==> src/rtl/i2s_slot_packer_pkg.sv <==
package i2s_slot_packer_pkg;
  localparam int unsigned BYTE_W = 8;
  typedef logic [BYTE_W-1:0] byte_t;

  // lane a byte lands in, given its position within the word
  function automatic int unsigned lane_of(input int unsigned place, input logic swap,
                                          input int unsigned nbytes);
    return swap ? place : (nbytes - 1 - place);
  endfunction
endpackage

==> src/rtl/i2s_slot_packer_sync.sv <==
module i2s_slot_packer_sync #(
  parameter int unsigned STAGES = 2
) (
  input  logic clk_i,
  input  logic rst_ni,
  input  logic sck_i,
  input  logic ws_i,
  input  logic sd_i,
  output logic sck_rise_o,
  output logic ws_o,
  output logic sd_o
);
  logic [STAGES-1:0] sck_q, ws_q, sd_q;
  logic              sck_d_q;

  always_ff @(posedge clk_i or negedge rst_ni) begin
    if (!rst_ni) begin
      sck_q   <= '0;
      ws_q    <= '0;
      sd_q    <= '0;
      sck_d_q <= 1'b0;
    end else begin
      sck_q   <= {sck_q[STAGES-2:0], sck_i};
      ws_q    <= {ws_q[STAGES-2:0], ws_i};
      sd_q    <= {sd_q[STAGES-2:0], sd_i};
      sck_d_q <= sck_q[STAGES-1];
    end
  end

  assign sck_rise_o = sck_q[STAGES-1] & ~sck_d_q;
  assign ws_o       = ws_q[STAGES-1];
  assign sd_o       = sd_q[STAGES-1];


  sck_rise_single_chk: assert property (@(posedge clk_i) disable iff (!rst_ni)
    sck_rise_o |=> !sck_rise_o);
endmodule

==> src/rtl/i2s_slot_packer_slot_seq.sv <==
module i2s_slot_packer_slot_seq
  import i2s_slot_packer_pkg::*;
#(
  parameter int unsigned SLOTS     = 8,
  parameter int unsigned SLOT_BITS = 8,
  localparam int unsigned FRAME_BITS = SLOTS * SLOT_BITS,
  localparam int unsigned CNT_W      = $clog2(FRAME_BITS),
  localparam int unsigned SUB_W      = $clog2(SLOT_BITS),
  localparam int unsigned SLOT_W     = $clog2(SLOTS)
) (
  input  logic              clk_i,
  input  logic              rst_ni,
  input  logic              sck_rise_i,
  input  logic              ws_i,
  input  logic              sd_i,
  output logic              byte_vld_o,
  output byte_t             byte_o,
  output logic [SLOT_W-1:0] slot_o
);
  logic [CNT_W-1:0] bit_cnt_q, cur;
  logic             ws_prev_q, locked_q, ws_rise, lock_now;
  byte_t            shift_q, shift_nxt;

  assign ws_rise   = ws_i & ~ws_prev_q;
  assign cur       = ws_rise ? '0 : bit_cnt_q;
  assign lock_now  = locked_q | ws_rise;
  assign shift_nxt = {shift_q[BYTE_W-2:0], sd_i};

  always_ff @(posedge clk_i or negedge rst_ni) begin
    if (!rst_ni) begin
      bit_cnt_q  <= '0;
      ws_prev_q  <= 1'b0;
      locked_q   <= 1'b0;
      shift_q    <= '0;
      byte_vld_o <= 1'b0;
      byte_o     <= '0;
      slot_o     <= '0;
    end else begin
      byte_vld_o <= 1'b0;
      if (sck_rise_i) begin
        ws_prev_q <= ws_i;
        locked_q  <= lock_now;
        shift_q   <= shift_nxt;
        bit_cnt_q <= (cur == CNT_W'(FRAME_BITS - 1)) ? '0 : cur + 1'b1;
        if (lock_now && cur[SUB_W-1:0] == SUB_W'(SLOT_BITS - 1)) begin
          byte_vld_o <= 1'b1;
          byte_o     <= shift_nxt;
          slot_o     <= cur[CNT_W-1:SUB_W];
        end
      end
    end
  end


  no_byte_unlocked_chk: assert property (@(posedge clk_i) disable iff (!rst_ni)
    byte_vld_o |-> locked_q);

  byte_single_chk: assert property (@(posedge clk_i) disable iff (!rst_ni)
    byte_vld_o |=> !byte_vld_o);
endmodule

==> src/rtl/i2s_slot_packer_packer.sv <==
module i2s_slot_packer_packer
  import i2s_slot_packer_pkg::*;
#(
  parameter int unsigned BYTES = 4,
  localparam int unsigned PTR_W  = $clog2(BYTES),
  localparam int unsigned WORD_W = BYTES * BYTE_W
) (
  input  logic              clk_i,
  input  logic              rst_ni,
  input  logic              store_i,
  input  byte_t             byte_i,
  input  logic              swap_i,
  input  logic              fifo_rdy_i,
  output logic [WORD_W-1:0] word_o,
  output logic              word_valid_o,
  output logic              overflow_o
);
  logic [BYTES-1:0][BYTE_W-1:0] buf_q, buf_nxt;
  logic [PTR_W-1:0]             place_q;
  logic                         last;

  assign last = (place_q == PTR_W'(BYTES - 1));

  always_comb begin
    buf_nxt = buf_q;
    buf_nxt[lane_of(32'(place_q), swap_i, BYTES)] = byte_i;
  end

  always_ff @(posedge clk_i or negedge rst_ni) begin
    if (!rst_ni) begin
      buf_q        <= '0;
      place_q      <= '0;
      word_o       <= '0;
      word_valid_o <= 1'b0;
      overflow_o   <= 1'b0;
    end else begin
      word_valid_o <= 1'b0;
      if (store_i) begin
        buf_q   <= buf_nxt;
        place_q <= last ? '0 : place_q + 1'b1;
        if (last) begin
          if (fifo_rdy_i) begin
            word_o       <= buf_nxt;
            word_valid_o <= 1'b1;
          end else begin
            overflow_o <= 1'b1;
          end
        end
      end
    end
  end


  valid_pulse_chk: assert property (@(posedge clk_i) disable iff (!rst_ni)
    word_valid_o |=> !word_valid_o);

  overflow_sticky_chk: assert property (@(posedge clk_i) disable iff (!rst_ni)
    overflow_o |=> overflow_o);

  no_valid_stalled_chk: assert property (@(posedge clk_i) disable iff (!rst_ni)
    (store_i && !fifo_rdy_i) |=> !word_valid_o);

  place_hold_chk: assert property (@(posedge clk_i) disable iff (!rst_ni)
    !store_i |=> $stable(place_q));
endmodule

==> src/rtl/i2s_slot_packer.sv <==
module i2s_slot_packer
  import i2s_slot_packer_pkg::*;
#(
  parameter int unsigned SLOTS       = 8,
  parameter int unsigned SLOT_BITS   = 8,
  parameter int unsigned BYTES       = 4,
  parameter int unsigned SYNC_STAGES = 2,
  localparam int unsigned SLOT_W = $clog2(SLOTS),
  localparam int unsigned WORD_W = BYTES * BYTE_W
) (
  input  logic              clk_i,
  input  logic              rst_ni,
  input  logic              sck_i,
  input  logic              ws_i,
  input  logic              sd_i,
  input  logic [SLOTS-1:0]  slot_en_i,
  input  logic              swap_i,
  input  logic              fifo_rdy_i,
  output logic [WORD_W-1:0] word_o,
  output logic              word_valid_o,
  output logic              overflow_o
);
  logic              sck_rise, ws_s, sd_s, byte_vld, store;
  byte_t             byte_val;
  logic [SLOT_W-1:0] slot;

  i2s_slot_packer_sync #(.STAGES(SYNC_STAGES)) u_sync (
    .clk_i, .rst_ni, .sck_i, .ws_i, .sd_i,
    .sck_rise_o(sck_rise), .ws_o(ws_s), .sd_o(sd_s)
  );

  i2s_slot_packer_slot_seq #(.SLOTS(SLOTS), .SLOT_BITS(SLOT_BITS)) u_seq (
    .clk_i, .rst_ni, .sck_rise_i(sck_rise), .ws_i(ws_s), .sd_i(sd_s),
    .byte_vld_o(byte_vld), .byte_o(byte_val), .slot_o(slot)
  );

  assign store = byte_vld & slot_en_i[slot];

  i2s_slot_packer_packer #(.BYTES(BYTES)) u_pack (
    .clk_i, .rst_ni, .store_i(store), .byte_i(byte_val), .swap_i, .fifo_rdy_i,
    .word_o, .word_valid_o, .overflow_o
  );
endmodule

==> config.mk <==
export PLATFORM = sky130hd
export DESIGN_NAME = i2s_slot_packer
export DESIGN_NICKNAME = d
export VERILOG_FILES = /design/src/rtl/i2s_slot_packer_pkg.sv /design/src/rtl/i2s_slot_packer_sync.sv /design/src/rtl/i2s_slot_packer_slot_seq.sv /design/src/rtl/i2s_slot_packer_packer.sv /design/src/rtl/i2s_slot_packer.sv
export SDC_FILE = /design/constraint.sdc
export NUM_CORES = 1
export LEC_CHECK = 0
export ABC_AREA = 0
export BUFFER_PORTS_ARGS = -buffer_cell sky130_fd_sc_hd__buf_4
export CAP_MARGIN = 0
export CELL_PAD_IN_SITES_DETAIL_PLACEMENT = 0
export CELL_PAD_IN_SITES_GLOBAL_PLACEMENT = 1
export CORE_UTILIZATION = 44
export DETAILED_ROUTE_END_ITERATION = 12
export PLACE_DENSITY_LB_ADDON = 0.1
export SYNTH_ARGS = -nofsm -noshare
export SYNTH_HDL_FRONTEND = slang
export SYNTH_SLANG_ARGS = --single-unit
==> constraint.sdc <==
create_clock -name clk_i -period 2.38 [get_ports clk_i]
set_input_delay 0 -clock clk_i [delete_from_list [all_inputs] [get_ports clk_i]]
set_output_delay 0 -clock clk_i [all_outputs]
set_load 0.01 [all_outputs]
==> results.md, run 1 <==
* Status: finished clean
* Sequential fraction of the synthesis area at 0.560
* Pre-CTS setup slack at 0.252 ns
* Worst-path clk slew at 0.09 ns
* Utilization after layout at 0.538
* Pins over their slew limit at 0
* Clock skew at 0.00944 ns
* FF-to-FF path depth at 7
* Leak at 2.79 nW
* Reg2reg start: u_seq.ws_prev_q
* Number of diodes at 0
* WP data arrival at 2.39 ns
* Synth Warn # at 0
* Die height at 104 µm
* Relative slew slack at 0.590
* Synth Net Count at 337
* Clock Latency Late Sink at 0.36 ns
* H-tree depth at 3
* Hold WS at 0.200 ns
* CTS tree: built
* Post-CTS Setup Bufs at 0
* Pwr Density at 565 nW/µm²
* Largest net degree at the start of global routing at 58
* Share of cells above drive strength 1 at 0.495
* Mapped cell area at 4560 µm²
* IO Pins at 49
* WS Path Type: reg2reg
* Final hold vios at 0
* P_sw at 735 µW
* Clock network fraction of total power at 0.319
* WL per Instance at 15.9 µm
* Sink Count at 102
* Most common cell after layout, fill and taps aside: dfrtp_1
* Comb power frac at 0.068
* DRC errors left at 0
* Post-DRT Antenna Nets at 0
* Cells after DPL at 500
* Final wirelength at 8.27 mm
* Worst setup SP type: flip-flop
* Avg Inst Size Synth at 14.3 µm²
* Root buffer cell: clkbuf_8
* Final Non-Filler Cells at 519
* Crit end category: flip-flop
* Number of CTS-inserted buffers at 9
* Peak VDD IR at 325 µV
* Seq pwr share at 0.613
* Core area at 9910 µm²
* Register bit total from synthesis at 102
* Post-route minimum period at 2.14 ns
* P_int at 2.28 mW
* Fmax at 0.467 GHz
* Post-synth cell types at 37
* Drt initial violations at 100
* Max Root-Sink Buffers at 2
* Worst Path Max Fanout at 11
* Final WS setup at 0.239 ns
* Setup TNS Final at 0 ns
* Die X-Extent at 104 µm
* Crit path required time at 2.63 ns
* Detailed placement HPWL at 5.50 mm
* Most frequent cells in the layout: dfrtp_1, mux2_2, buf_4
* Final #Nets at 401
* Starting Density at 0.460
* Cell Rows at 36
* Hold WC Path Type: in2async
* DR vias/cell at 5.08
* Worst R2R End: u_seq.byte_o[3]
* Syn Inst Count at 319
* Area delta synth->final at 17.0%
* Vias at 2637
* Final setup fails at 0
* GRT Overall Usage at 0.165
* Final period util at 0.899
* Worst-Margin Slew at 0.615 ns
* Gpl congestion at 0.732
* Max cap viols at 0
* DRT Pass-1 Iters at 4
* GRT overflow at 0
* Vias in the first global route at 2582
* R2R Setup Slk at 0.24 ns
* First-pass GRT wire length at 13.8 mm
* RSZ-0062 raised after global routing: false
* PostCTS Resize Cnt at 0
* Filler cells at 886
* Initial antenna violation count at 0
* PortBufs at 48
* Sw Share at 0.244
* Die Area at 10800 µm²
cell usage after synthesis (all sizes together):
cell type / n / area, µm²
a2bb2oi: 1 / 15.0
nand2: 36 / 135
nand4: 1 / 21.3
nand3b: 3 / 33.8
nor2b: 6 / 37.5
a221oi: 1 / 26.3
ha: 3 / 37.5
mux2i: 6 / 67.6
a31o: 1 / 8.76
inv: 5 / 18.8
o21ai: 7 / 38.8
nand3: 5 / 30.0
o31ai: 2 / 15.0
and2: 5 / 32.5
clkbuf: 4 / 15.0
dfrtp: 102 / 2550
a21oi: 2 / 10.0
nor2: 3 / 11.3
a211oi: 1 / 7.51
or3b: 1 / 8.76
buf: 6 / 50.0
and3: 4 / 25.0
o22ai: 1 / 6.26
o211ai: 1 / 7.51
a21o: 1 / 7.51
mux2: 107 / 1310
nor3: 1 / 5.00
nand2b: 2 / 12.5
o2111ai: 1 / 8.76
area by class of cell:
class                      instances  area (µm²)  share of cell area
multi-input combinational        202        1920               0.360
clock buffer                      11         141              0.0265
tap                              133         166              0.0312
timing repair buffer              63         510              0.0957
inverter                           5        18.8             0.00352
clock inverter                     3        22.5             0.00422
sequential                       102        2550               0.478
kinds of logic (layout without fill, tap and decap cells):
group,count (synthesis),count (layout),synth area share
flip-flops,102,102,0.560
multiplexers,113,113,0.303
AND/OR/NAND/NOR,67,67,0.0774
buffers and inverters,15,82,0.0184
adder cells (fa/ha/maj),3,3,0.00823
AO/OA/AOI/OAI,19,19,0.0332
metal layers:
metal  vias to the layer above  share of wire  wire length [µm]  global-route usage
met4                         0          0.014               119              0.0612
li1                       1253              -                 -                   -
met3                        11          0.022               183              0.0264
met2                        42           0.46              3810               0.251
met5                         -              0                 0                   0
met1                      1331           0.50              4160               0.238
critical path: stages, from the launching register on:
cell and delay (ns):
dfrtp_1 0.39, nand2b_1 0.31, and2_1 0.27, ha_1 0.21, ha_1 0.19, o211ai_1 0.11, buf_4 0.21, mux2_2 0.34
power by group through the flow:
stage / logic, mW / registers [mW] / clock network [mW]
3_3_place_gp: 0.201 / 1.88 / 0
2_1_floorplan: 0.122 / 1.86 / 0
5_1_grt: 0.235 / 1.86 / 1.07
6_report: 0.205 / 1.85 / 0.963
4_1_cts: 0.210 / 1.85 / 1.01
3_5_place_dp: 0.203 / 1.88 / 0
flip-flops by register name, indices dropped and copies added, names as in the netlist, 2 cells and up:
signal and count:
u_pack.buf_q 32, u_pack.word_o 32, u_seq.byte_o 8, u_seq.shift_q 7
u_seq.bit_cnt_q 6, u_seq.slot_o 3, u_pack.place_q 2, u_sync.sck_q 2
u_sync.sd_q 2, u_sync.ws_q 2
stage by stage:
step	total power, mW	instance area (µm²)
after floorplan	1.98	4560
after global placement	2.08	5120
after detailed placement	2.09	5120
after CTS	3.06	5340
after global routing	3.17	5340
final	3.01	5340
what timing repair did:
action                                  in CTS  in global routing
hold buffers                                 5                  0
endpoints found under the hold margin       49                  0
endpoints found under the setup margin       0                  0
how the worst max path moves through the flow:
stage                     cells after the start              end             from  slack [ns]
after floorplan                               8  u_seq.byte_o[4]  u_seq.ws_prev_q        0.14
after global placement                        7  u_seq.byte_o[0]  u_seq.ws_prev_q        0.28
after detailed placement                      7  u_seq.byte_o[3]  u_seq.ws_prev_q        0.25
after CTS                                     7  u_seq.byte_o[3]  u_seq.ws_prev_q        0.23
after global routing                          7  u_seq.byte_o[3]  u_seq.ws_prev_q        0.07
final                                         7  u_seq.byte_o[3]  u_seq.ws_prev_q        0.24
Note: power is estimated with default switching activity, not from simulation.
==> run 2: changes to the inputs <==
Settings changed: CORE_MARGIN set to 2.
==> run 2 against run 1 <==
Net effect: count of clock-buffer cells in the layout stayed put; critical path depth is 3 lower; flip-flop and latch count unchanged; clock power increased by 11%; worst setup slack improved by 0.035 ns; design area is 0.82% higher; critical path type unchanged.
==> results.md, run 2 (synthesis results as in run 1) <==
* Status: finished clean
* Final #Nets at 403
* Buf+Inv Stages, Crit Path at 0
* Post-DRT Antenna Nets at 0
* Clock skew at 0.00810 ns
* Leak at 2.82 nW
* Post-route minimum period at 2.11 ns
* Final hold vios at 0
* Largest net degree at the start of global routing at 51
* Cells after DPL at 505
* RSZ-0062 raised after global routing: false
* Share of cells above drive strength 1 at 0.499
* Worst setup SP type: flip-flop
* Max Root-Sink Buffers at 2
* Detailed placement HPWL at 5.63 mm
* First-pass GRT wire length at 14.0 mm
* Drt initial violations at 84
* Final period util at 0.885
* Most common cell after layout, fill and taps aside: dfrtp_1
* Worst-Margin Slew at 0.935 ns
* WP data arrival at 2.34 ns
* Initial antenna violation count at 0
* Die height at 106 µm
* Gpl congestion at 0.748
* Top Registers: u_pack.buf_q (32), u_pack.word_o (32), u_seq.byte_o (8)
* Starting Density at 0.448
* H-tree depth at 3
* DRT Pass-1 Iters at 4
* Clock Latency Late Sink at 0.35 ns
* Sink Count at 102
* Core area at 10200 µm²
* Most frequent cells in the layout: dfrtp_1, mux2_2, buf_4
* GRT Overall Usage at 0.164
* Crit end category: flip-flop
* DRC errors left at 0
* CP cell instances: or3b_2, o21ai_2, nand3_2, mux2_2
* Final wirelength at 8.43 mm
* Slowest CP cell: dfrtp_1
* Max incr delay on CP at 0.57 ns
* WL per Instance at 16.1 µm
* GRT overflow at 0
* Relative slew slack at 0.374
* Worst-path clk slew at 0.09 ns
* Final WS setup at 0.275 ns
* Post-CTS Setup Bufs at 0
* Peak VDD IR at 314 µV
* Worst Path Max Fanout at 9
* Number of diodes at 0
* Pins over their slew limit at 0
* IO Pins at 49
* Die Area at 11200 µm²
* Final setup fails at 0
* Crit path max-delay family: simple AND/OR/NAND/NOR gates
* Filler cells at 924
* Die X-Extent at 106 µm
* Hold WC Path Type: in2async
* WS Path Type: reg2reg
* Vias at 2588
* Setup TNS Final at 0 ns
* DR vias/cell at 4.93
* Number of CTS-inserted buffers at 9
* Cell Rows at 37
* Pwr Density at 580 nW/µm²
* Vias in the first global route at 2641
* Max cap viols at 0
* Pre-CTS setup slack at 0.287 ns
* Fmax at 0.475 GHz
* PortBufs at 48
* CTS tree: built
* Crit path required time at 2.62 ns
* Area delta synth->final at 18.0%
* Final Non-Filler Cells at 525
* Root buffer cell: clkbuf_8
[run 2: cell types whose count changed in the layout (fill, tap and decap cells not counted), sizes merged]
cell	delta
buf	+2
bufinv	+1
clkinv	+2
clkinvlp	-2
[run 2: what timing repair did]
| action | CTS | global route |
|---|---|---|
| resized for setup | 0 | 0 |
| hold buffers | 5 | 0 |
| hold endpoints to repair | 52 | 0 |
[run 2: cell type report]
| class | count | area (µm²) | area share |
|---|---|---|---|
| Sequential cell | 102 | 2550 | 0.475 |
| Multi-Input combinational cell | 202 | 1920 | 0.358 |
| Timing Repair Buffer | 65 | 526 | 0.0977 |
| Tap cell | 136 | 170 | 0.0316 |
| Clock buffer | 11 | 141 | 0.0263 |
| Clock inverter | 4 | 47.5 | 0.00884 |
| Inverter | 5 | 18.8 | 0.00349 |
[run 2: power by group]
part / switching [mW] / total (mW) / leakage [nW] / internal, mW
combinational: 0.110 / 0.208 / 1.33 / 0.0976
sequential: 0.0619 / 1.85 / 1.39 / 1.79
clock: 0.559 / 1.07 / 0.0952 / 0.507
[run 2: stage by stage]
step	area [µm²]	hold WS [ns]	utilization	total power [mW]
floorplan	4560	-0.296	-	1.98
global placement	5140	0.0946	0.505	2.09
detailed placement	5140	0.0943	0.505	2.09
CTS	5380	0.250	0.528	3.17
global route	5380	0.285	0.528	3.28
finish	5380	0.228	0.528	3.12
[run 2: worst register-to-register path, stage by stage, from the launching register on]
cell,delay (ns)
dfrtp_1,0.57
or3b_2,0.49
o21ai_2,0.23
nand3_2,0.34
mux2_2,0.37
[run 2: metal layers]
| metal | up-vias | wire length, µm | track usage |
|---|---|---|---|
| met4 | 0 | 102 | 0.0536 |
| li1 | 1266 | - | - |
| met3 | 8 | 186 | 0.0241 |
| met2 | 35 | 3890 | 0.250 |
| met1 | 1279 | 4250 | 0.241 |
| met5 | - | 0 | 0 |
[run 2: worst paths after layout]
kind                                     to              start  depth (start not counted)  slack, ns
setup / recovery           u_pack.buf_q[17]  u_pack.place_q[0]                          4       0.27
hold / removal             u_pack.word_o[3]             rst_ni                          2       0.23
max in group asynchronous   u_pack.buf_q[2]             rst_ni                          3       1.46
hold reg to reg              u_sync.sd_q[1]     u_sync.sd_q[0]                          0       0.35
setup reg to reg           u_pack.buf_q[17]  u_pack.place_q[0]                          4       0.27
min in group clk_i          u_sync.sck_q[0]              sck_i                          2       0.29
==> run 3: changes to the inputs <==
Settings changed: CORE_MARGIN 2 to 4.
==> run 3 against run 2 <==
Net effect: critical path depth is 3 higher; sequential power is essentially flat; register-to-register slack got worse by 0.04 ns; die area up 7.7%; largest cell class unchanged.
==> results.md, run 3 (synthesis results as in run 1) <==
* DR vias/cell at 5.01
* Reg2reg start: u_seq.ws_prev_q
* Most common cell after layout, fill and taps aside: dfrtp_1
* Utilization after layout at 0.539
* Share of cells above drive strength 1 at 0.503
* Multi-input combinational cell area at 1930 µm²
* Drt initial violations at 93
* Seq. cell area at 2550 µm²
* RSZ-0062 raised after global routing: false
* Clock skew at 0.0132 ns
* Worst setup SP type: flip-flop
* Worst Path Max Fanout at 11
* Number of CTS-inserted buffers at 9
* WP data arrival at 2.39 ns
* Clock Latency Late Sink at 0.36 ns
* First-pass GRT wire length at 14.3 mm
* Crit path required time at 2.62 ns
* Final WS setup at 0.237 ns
* Starting Density at 0.460
* Post-route minimum period at 2.14 ns
* Die height at 110 µm
* Post-DRT Antenna Nets at 0
* Initial antenna violation count at 0
* Largest net degree at the start of global routing at 69
* Final hold vios at 0
* Max Root-Sink Buffers at 2
* Most frequent cells in the layout: dfrtp_1, mux2_2, buf_4
* Pwr Density at 569 nW/µm²
* Cells after DPL at 500
* Crit end category: flip-flop
* Max incr delay on CP at 0.40 ns
* Vias in the first global route at 2778
* Die Area at 12100 µm²
* Cell Rows at 36
* Leak at 2.80 nW
* GRT Overall Usage at 0.155
* Pins over their slew limit at 0
* Final #Nets at 401
* Final Non-Filler Cells at 521
* H-tree depth at 3
* Gpl congestion at 0.739
* Area delta synth->final at 17.2%
* CP cell instances: nand2b_2, and2_1, ha_1, ha_1, o211ai_1, buf_4, mux2_2
* DRT Pass-1 Iters at 4
* CTS tree: built
* Final period util at 0.900
* PortBufs at 48
* Final setup fails at 0
* Slowest CP cell: dfrtp_1
* Hold WC Path Type: in2async
* Vias at 2608
* Number of diodes at 0
* DRC errors left at 0
* Fmax at 0.467 GHz
* Pre-CTS setup slack at 0.195 ns
* Core area at 9910 µm²
* WS Path Type: reg2reg
* Relative slew slack at 0.603
* IO Pins at 49
* Setup TNS Final at 0 ns
* Filler cells at 890
* Worst-Margin Slew at 0.596 ns
* Post-CTS Setup Bufs at 0
* GRT overflow at 0
* CP Launch Point: u_seq.ws_prev_q
* Status: finished clean
* Final wirelength at 8.51 mm
* Most frequent CP cell: ha_1
* Sink Count at 102
* Detailed placement HPWL at 5.76 mm
* Max cap viols at 0
* Root buffer cell: clkbuf_8
* Worst-path clk slew at 0.10 ns
* Peak VDD IR at 345 µV
* Die X-Extent at 110 µm
* Top Registers: u_pack.buf_q (32), u_pack.word_o (32), u_seq.byte_o (8)
* R2R Setup Slk at 0.24 ns
* WL per Instance at 16.3 µm
run 3: changes by cell type in the layout (fill, tap and decap cells not counted):
cell,delta
inv_6,+2
bufinv_16,-1
clkbuf_8,-1
clkinvlp_4,+1
nand2b_2,+1
nand2b_1,-1
clkinv_2,+1
buf_4,-2
clkbuf_1,-1
run 3: worst paths after layout:
| kind | endpoint | cells past startpoint |
|---|---|---|
| setup reg to reg | u_seq.byte_o[7] | 7 |
| hold reg to reg | u_sync.ws_q[1] | 0 |
| max in group asynchronous | u_pack.word_o[19] | 3 |
| hold / removal | u_seq.slot_o[0] | 2 |
| min in group clk_i | u_sync.ws_q[0] | 2 |
| setup / recovery | u_seq.byte_o[7] | 7 |
run 3: final cells by class:
type / count / area share
Sequential cell: 102 / 0.478
Clock buffer: 9 / 0.0232
Tap cell: 133 / 0.0311
Timing Repair Buffer: 63 / 0.0955
Clock inverter: 7 / 0.00890
Multi-Input combinational cell: 202 / 0.360
Inverter: 5 / 0.00351
run 3: report_power, final:
group	internal [mW]	switching, mW	total [mW]	leakage (nW)
clock	0.383	0.606	0.988	0.0858
sequential	1.79	0.0598	1.85	1.39
combinational	0.0954	0.111	0.207	1.32
total	2.26	0.777	3.04	2.80
run 3: timing repair:
| action | 4_1_cts | 5_1_grt |
|---|---|---|
| endpoints found under the setup margin | 0 | 5 |
| resized for setup | 0 | 1 |
| hold buffers | 5 | 0 |
| endpoints found under the hold margin | 38 | 0 |
run 3: layer usage:
metal,track usage,vias to the layer above,wire length (µm)
met2,0.234,55,3820
met4,0.0481,0,103
met3,0.0294,9,304
met1,0.227,1286,4280
li1,-,1258,-
met5,0,-,0
run 3: worst max-delay path, delay by kind of cell, from the launching register on:
kind | cells | cell delay [ns]
flip-flops | 1 | 0.40
AND/OR/NAND/NOR | 2 | 0.50
AO/OA/AOI/OAI | 1 | 0.14
adder cells (fa/ha/maj) | 2 | 0.41
buffers and inverters | 1 | 0.24
multiplexers | 1 | 0.34
run 3: stage by stage:
stage | power [mW] | instance area, µm² | hold WS, ns
finish | 3.04 | 5350 | 0.129
global route | 3.18 | 5350 | 0.162
CTS | 3.09 | 5340 | 0.142
detailed placement | 2.09 | 5120 | -0.00651
global placement | 2.08 | 5120 | -0.00926
floorplan | 1.98 | 4560 | -0.296
